==> src/rtl/synth_word_pkg.sv <==
package synth_word_pkg;
  typedef enum logic {MOD_FSK = 1'b0, MOD_ASK = 1'b1} mod_e;
  typedef enum logic {BAND_LO = 1'b0, BAND_HI = 1'b1} band_e;
endpackage

==> src/rtl/dev_offset_sel.sv <==
module dev_offset_sel
  import synth_word_pkg::*;
#(
  parameter int FSEP_W = 8
) (
  input  logic [FSEP_W-1:0] fsep_i,
  input  logic              mod_ask_i,
  input  logic              tx_data_i,
  output logic [FSEP_W-1:0] off_o,
  output logic              pa_key_o
);
  mod_e mode;
  assign mode = mod_e'(mod_ask_i);

  always_comb begin
    unique case (mode)
      MOD_ASK: begin
        off_o    = fsep_i >> 1;  // centre of the two shift tones, rounded down
        pa_key_o = tx_data_i;
      end
      default: begin
        off_o    = tx_data_i ? fsep_i : '0;
        pa_key_o = 1'b1;
      end
    endcase
  end
endmodule

==> src/rtl/frac_word_calc.sv <==
module frac_word_calc #(
  parameter int FREQ_W = 15,
  parameter int FSEP_W = 8,
  localparam int SUM_W  = FREQ_W + 1,
  localparam int FRAC_W = FREQ_W + 2
) (
  input  logic [FREQ_W-1:0] freq_i,
  input  logic [FSEP_W-1:0] off_i,
  output logic [FRAC_W-1:0] frac_o
);
  logic [SUM_W-1:0] sum;

  generate
    if (FSEP_W < SUM_W) begin : g_narrow
      assign sum = {1'b0, freq_i} + SUM_W'(off_i);
    end else begin : g_wide
      logic [FSEP_W:0] wide;
      assign wide = (FSEP_W + 1)'(freq_i) + (FSEP_W + 1)'(off_i);
      assign sum  = wide[SUM_W-1:0];
    end
  endgenerate

  // doubled word plus one keeps the half step exact
  assign frac_o = {sum, 1'b1};
endmodule

==> src/rtl/cfg_range_chk.sv <==
module cfg_range_chk #(
  parameter int FREQ_W   = 15,
  parameter int FSEP_W   = 8,
  parameter int FREQ_MIN = 2500,
  parameter int FREQ_MAX = 22000
) (
  input  logic [FREQ_W-1:0] freq_i,
  input  logic [FSEP_W-1:0] fsep_i,
  output logic              bad_o
);
  localparam logic [FREQ_W-1:0] LO = FREQ_W'(FREQ_MIN);
  localparam logic [FREQ_W-1:0] HI = FREQ_W'(FREQ_MAX);

  assign bad_o = (freq_i < LO) || (freq_i > HI) || (fsep_i == '0);
endmodule

==> src/rtl/synth_word_gen.sv <==
module synth_word_gen #(
  parameter int FREQ_W   = 15,
  parameter int FSEP_W   = 8,
  parameter int FREQ_MIN = 2500,
  parameter int FREQ_MAX = 22000,
  localparam int FRAC_W  = FREQ_W + 2
) (
  input  logic              clk_i,
  input  logic              rst_ni,
  input  logic              upd_en_i,
  input  logic [FREQ_W-1:0] freq_i,
  input  logic [FSEP_W-1:0] fsep_i,
  input  logic              band_hi_i,
  input  logic              mod_ask_i,
  input  logic              tx_data_i,
  output logic              int_sel_o,
  output logic [FRAC_W-1:0] frac_num_o,
  output logic              pa_key_o,
  output logic              cfg_bad_o
);
  logic [FSEP_W-1:0] off;
  logic              pa_d;
  logic [FRAC_W-1:0] frac_d;
  logic              bad_d;

  dev_offset_sel #(.FSEP_W(FSEP_W)) u_off (
    .fsep_i    (fsep_i),
    .mod_ask_i (mod_ask_i),
    .tx_data_i (tx_data_i),
    .off_o     (off),
    .pa_key_o  (pa_d)
  );

  frac_word_calc #(.FREQ_W(FREQ_W), .FSEP_W(FSEP_W)) u_frac (
    .freq_i (freq_i),
    .off_i  (off),
    .frac_o (frac_d)
  );

  cfg_range_chk #(
    .FREQ_W(FREQ_W), .FSEP_W(FSEP_W), .FREQ_MIN(FREQ_MIN), .FREQ_MAX(FREQ_MAX)
  ) u_chk (
    .freq_i (freq_i),
    .fsep_i (fsep_i),
    .bad_o  (bad_d)
  );

  always_ff @(posedge clk_i or negedge rst_ni) begin
    if (!rst_ni) begin
      int_sel_o  <= 1'b0;
      frac_num_o <= '0;
      pa_key_o   <= 1'b0;
      cfg_bad_o  <= 1'b0;
    end else if (upd_en_i) begin
      int_sel_o  <= band_hi_i;
      frac_num_o <= frac_d;
      pa_key_o   <= pa_d;
      cfg_bad_o  <= bad_d;
    end
  end
endmodule

==> config.mk <==
export PLATFORM = sky130hd
export DESIGN_NAME = synth_word_gen
export DESIGN_NICKNAME = d
export VERILOG_FILES = /design/src/rtl/synth_word_pkg.sv /design/src/rtl/dev_offset_sel.sv /design/src/rtl/frac_word_calc.sv /design/src/rtl/cfg_range_chk.sv /design/src/rtl/synth_word_gen.sv
export SDC_FILE = /design/constraint.sdc
export NUM_CORES = 1
export LEC_CHECK = 0
export ABC_CLOCK_PERIOD_IN_PS = 1700
export BUFFER_PORTS_ARGS = -buffer_cell sky130_fd_sc_hd__clkbuf_2
export CORE_ASPECT_RATIO = 1.75
export CORE_MARGIN = 4
export CORE_UTILIZATION = 55
export CTS_CLUSTER_DIAMETER = 200
export DETAILED_ROUTE_END_ITERATION = 8
export GPL_TIMING_DRIVEN = 0
export PLACE_DENSITY = 0.88
export SYNTH_ARGS = -nofsm -noshare
export SYNTH_HDL_FRONTEND = slang
export SYNTH_HIERARCHICAL = 1
export SYNTH_SLANG_ARGS = --single-unit
==> constraint.sdc <==
create_clock -name clk_i -period 1.7 [get_ports clk_i]
set_clock_uncertainty 0.1 [all_clocks]
set_input_delay 0.17 -clock clk_i [delete_from_list [all_inputs] [get_ports clk_i]]
set_output_delay 0.17 -clock clk_i [all_outputs]
set_load 0.01 [all_outputs]
# After elaboration in Yosys (flattened, before gate mapping)
# Cells that the tools add are included.
[totals]
wordCells = 13
out_inout_bits = 20
ff_bits = 20
input_bits = 29
[op_classes]
n_mux = 3
reduce_logical = 3
addsub = 1
n_lt_le_gt_ge = 2
[op_table]
columns = ["operator", "n"]
rows = [
  ["adder 15 x 8 -> 16 bit", 1],
  ["two-way mux 8 bit", 2],
  ["greater-than comparator 15 bit (second input constant)", 1],
  ["less-than comparator 15 x 12 -> 1 bit (second input constant)", 1],
  ["logical NOT 8 bit", 1],
  ["logical OR 1 bit", 2],
  ["two-way mux 1 bit", 1],
]

# Logic depth before layout (Yosys ltp)
[logic_depth]
depth_word = 3
ltp_mapped = 9
mapped_depth_nobuf = 9

# By module
# The synthesis kept the hierarchy.
[by_module_without_submodules]
columns = ["mod", "seq_area_each_um2", "area_per_inst_um2", "instances", "cells_each"]
rows = [
  ["synth_word_gen", 500.5, 823.3, 1, 42],
  ["frac_word_calc", 0.0, 538.0, 1, 67],
  ["dev_offset_sel", 0.0, 106.4, 1, 15],
  ["cfg_range_chk", 0.0, 103.8, 1, 15],
]

# Worst setup path before layout
# No wires, ideal clock.
[synth_timing]
path_type = "input port to flip-flop"
start = "input port mod_ask_i"
end = "register frac_num_o[11]"
slack_ps = -674
arrival_time_ps = 2149
setup_ps = 125
path_buffers = 1
cell_stages = 9
path_cell_list = "buf_6 a22o_1 ha_1 fa_1 a21o_1 a221oi_2 nor3b_1 xor2_1 mux2_4"
[synth_via]
elab_chain_cells = 2
[synth_rtl]
columns = ["item", "line_no", "text"]
rows = [
  ["start: declaration", "synth_word_gen.sv:14", "input logic mod_ask_i,"],
  ["two-way mux 8 bit", "dev_offset_sel.sv:16", "unique case (mode)"],
  ["net off[0]", "synth_word_gen.sv:21", "logic [FSEP_W-1:0] off;"],
  ["adder 15 x 8 -> 16 bit", "frac_word_calc.sv:15", "assign sum = {1'b0, freq_i} + SUM_W'(off_i);"],
  ["net frac_d[11]", "synth_word_gen.sv:23", "logic [FRAC_W-1:0] frac_d;"],
  ["end signal: assignment", "synth_word_gen.sv:56", "frac_num_o <= frac_d;"],
  ["end: declaration", "synth_word_gen.sv:17", "output logic [FRAC_W-1:0] frac_num_o,"],
]
# The timed path passes the listed nets, and every way through them passes these cells.
# A chain may end at the register's enable or synchronous reset.

# Worst setup path in the final report
[layout_timing]
start = "input port mod_ask_i"
end = "register frac_num_o[9]"
# The elaborated chain is that of the path after synthesis.

==> impl_metrics.toml <==
[run_status]
status = "complete, but fails checks"
violations = "setup timing"

[setup_path]
crit_type = "input port to flop"
crit_chain = "buf_8 > buf_8 > a22o_1 > ha_2 > fa_2 > a21o_1 > a221oi_4 > nor2_1 > xor2_1 > mux2_4"
crit_slowest_cell = "a221oi_4"
crit_path_end_kind = "flop"
cpMostUsedCell = "buf_8"
cp-start-kind = "input port"
path_buf_inv = 2
slowest_delay_ns = 0.40
cp_max_fo = 4
cp.required_ns = 1.74
critical_path.top_delay_family = "compound AO/OA/AOI/OAI gates"
arrival_ns = 2.30

[layout]
final_area_sq_um = 2180
nNetsFinal = 244
syn_to_final_growth_pct = 38.7
drive_gt1_share_pct = 56.4
fill_cells = 174
diodes = 0
finalNonFillerCells = 231

[power_and_ir_drop]
p_leak_nw = 1.04
total_power_w = 0.00163
irDropWorstVdd_v = 0.000394
pwr_density_cell_nw_per_um2 = 746

[floorplan]
die-area_sq_um = 3810
io_pins = 49
die_h_um = 78.7
initial_core_util_pct = 57.7
core_area_sq_um = 2720
fp-row-count = 25
die_x_um = 48.4

[timing]
fmax_mhz = 442
post-route-period-util_pct = 133
maxSlewViolCount = 0
rsz0062_at_grt = "true"
worst_slack_ns = -0.562
tightest_slew_ns = 0.498
min_period_ns = 2.26
hold_ws_ns = 0.0550
setup_viol = 13
hold_viol_final = 0
max_slew_margin_pct = 66.5

[route]
via_count = 1432
drt_first_pass_iters = 4
drt_iter0_drc = 30
finalWirelength_um = 4650
wl_per_cell_um = 20.1
postRouteAntennaNets = 0
drc = 0
via_per_inst = 6.20

[global_route]
overflow = 0
use_met3_pct = 2.44
antenna_found_initial = 0
grtUsageMet1_pct = 20.5
met2_usage_pct = 46.9
busiest_layer = "met2"
grt_pass1_wl_um = 6780
grt_pass1_vias = 1479
track_usage_pct = 22.5
grt_max_degree = 21

[clock_tree]
cts-root-buf = "clkbuf_8"
clkTransAtPathRegs_ns = 0.07
cts_tree = "built"
cts_buffer_depth = 2
cts.sinks = 20
clk_latency_ns = 0.25
cts_made_buffers = 3
ctsHtreeMaxLevel = 1

[synth]
yosysTopAreaCell = "dfrtp_1"
syn_nets = 177
synth_edf_count = 0
synth.cell_area_sq_um = 1570
synth_area_per_cell_sq_um = 11.3
synth_ff_type = "dfrtp_1"
ys_types = 43
async_reset_ff_share_pct = 100
netlist_instances = 139
yosysWarnings = 6
synth_seq_cells = 20
yosysTopAreaCellShare_pct = 31.8
synth_area_leaders = "dfrtp_1 32%, mux2_4 19%, ha_1 6.4%"
ys_seq_area_share_pct = 31.8

[placement]
finalWeightedCongestion = 0.858
placedCellCount = 213
hpwlAfterDp_um = 3330
pre_cts_slack_ns = -0.861
io_buffers = 47
placed_cell_area_sq_um = 1930

[run]
drv_cap = 0

[hold_path]
hold_class = "input port to flop"
-- state kept, by name (all words and copies together) (netlist names) --
signal / cells
cfg_bad_o: 1
pa_key_o: 1
frac_num_o: 17
int_sel_o: 1
-- metrics by stage --
stage	utilization [%]	setup TNS (ns)
after global placement	70.9	-7.64
after global routing	80.1	-5.60
after floorplan	-	-4.14
final	80.1	-5.12
after detailed placement	70.9	-8.24
after CTS	77.0	-5.07
-- where the power goes --
group          internal [W]  total (W)  switching (W)
sequential         0.000559   0.000611      0.0000530
combinational      0.000382   0.000722       0.000340
clock              0.000157   0.000291       0.000134
total               0.00110    0.00163       0.000527
-- cells in the final DEF (no fill, tap or decap), types with 2 or more instances in the layout --
cell      synthesis  layout
buf_8             0       3
mux2_4           20      20
a21o_1            4       4
a221oi_4          0       2
xnor2_1           6       6
and2_4            0       2
ha_1              8       2
nor2_1            7       7
clkbuf_2          0      45
a211o_1           2       2
a22o_1            6       6
inv_1             3       3
a21oi_1           7       3
xor2_1            6       6
a21oi_2           0       4
buf_6             3       4
ha_2              0       2
buf_4             1      13
nand2_1           7       6
clkbuf_8          0       3
ha_4              0       4
nor3_1            2       2
dfrtp_1          20      20
o211ai_1          2       2
o21a_1            2       2
nand2b_1          2       2
nor4_1            2       2
nand4_1           3       3
-- path summary, 6_finish.rpt --
kind | start | to | slack, ns | cells after the start
max | mod_ask_i | frac_num_o[9]$_DFFE_PN0P_ | -0.56 | 10
min | band_hi_i | int_sel_o$_DFFE_PN0P_ | 0.05 | 2
max reg2reg | frac_num_o[15]$_DFFE_PN0P_ | frac_num_o[15]$_DFFE_PN0P_ | 0.79 | 1
min reg2reg | frac_num_o[10]$_DFFE_PN0P_ | frac_num_o[10]$_DFFE_PN0P_ | 0.42 | 1
max in group asynchronous | rst_ni | frac_num_o[9]$_DFFE_PN0P_ | 0.87 | 2
min in group asynchronous | rst_ni | int_sel_o$_DFFE_PN0P_ | 0.31 | 2
-- layout make-up --
| class | count | area (sq um) | area share (%) |
|---|---|---|---|
| inverter | 3 | 11.3 | 0.517 |
| buffer | 4 | 45.0 | 2.07 |
| multi-input combinational | 112 | 1170 | 53.7 |
| clock buffer | 3 | 41.3 | 1.89 |
| tap | 27 | 33.8 | 1.55 |
| sequential | 20 | 500 | 23.0 |
| timing repair buffer | 62 | 378 | 17.3 |
-- Yosys cell counts (2+ instances only) --
cell type  number
o21ai_0         2
dfrtp_1        20
or3_1           2
ha_1            8
inv_1           3
nand2b_1        2
buf_6           3
nor2_1          7
a211o_1         2
o21a_1          2
nand2_1         7
a21o_1          4
nand4_1         3
o211ai_1        2
a21oi_1         7
nor3_1          2
xor2_1          6
nor4_1          2
a22o_1          6
and2_1          2
mux2_4         20
xnor2_1         6
-- routing by layer --
metal  wire [um]  share of wire [%]
met1        1540                 33
met2        2730                 59
met3         202                4.3
met4         172                3.7
met5           0                  0
-- kinds of logic after synthesis --
family,synth area share (%)
other,0.239
and+or+nand+nor,13.1
DFF,31.8
AOI/OAI and AO/OA,18.0
adders and majority gates,7.64
xor gates and xnor gates,6.69
muxes,19.1
buffers and inverters,3.34
-- timing repair --
item	CTS	global route
hold endpoints to repair	20	0
setup buffers	9	5
gates resized for setup	9	11
setup endpoints to repair	12	13
cloned	0	0
pin swaps	7	4
hold buffers	1	0
No activity file was read; power rests on OpenSTA's default activity.
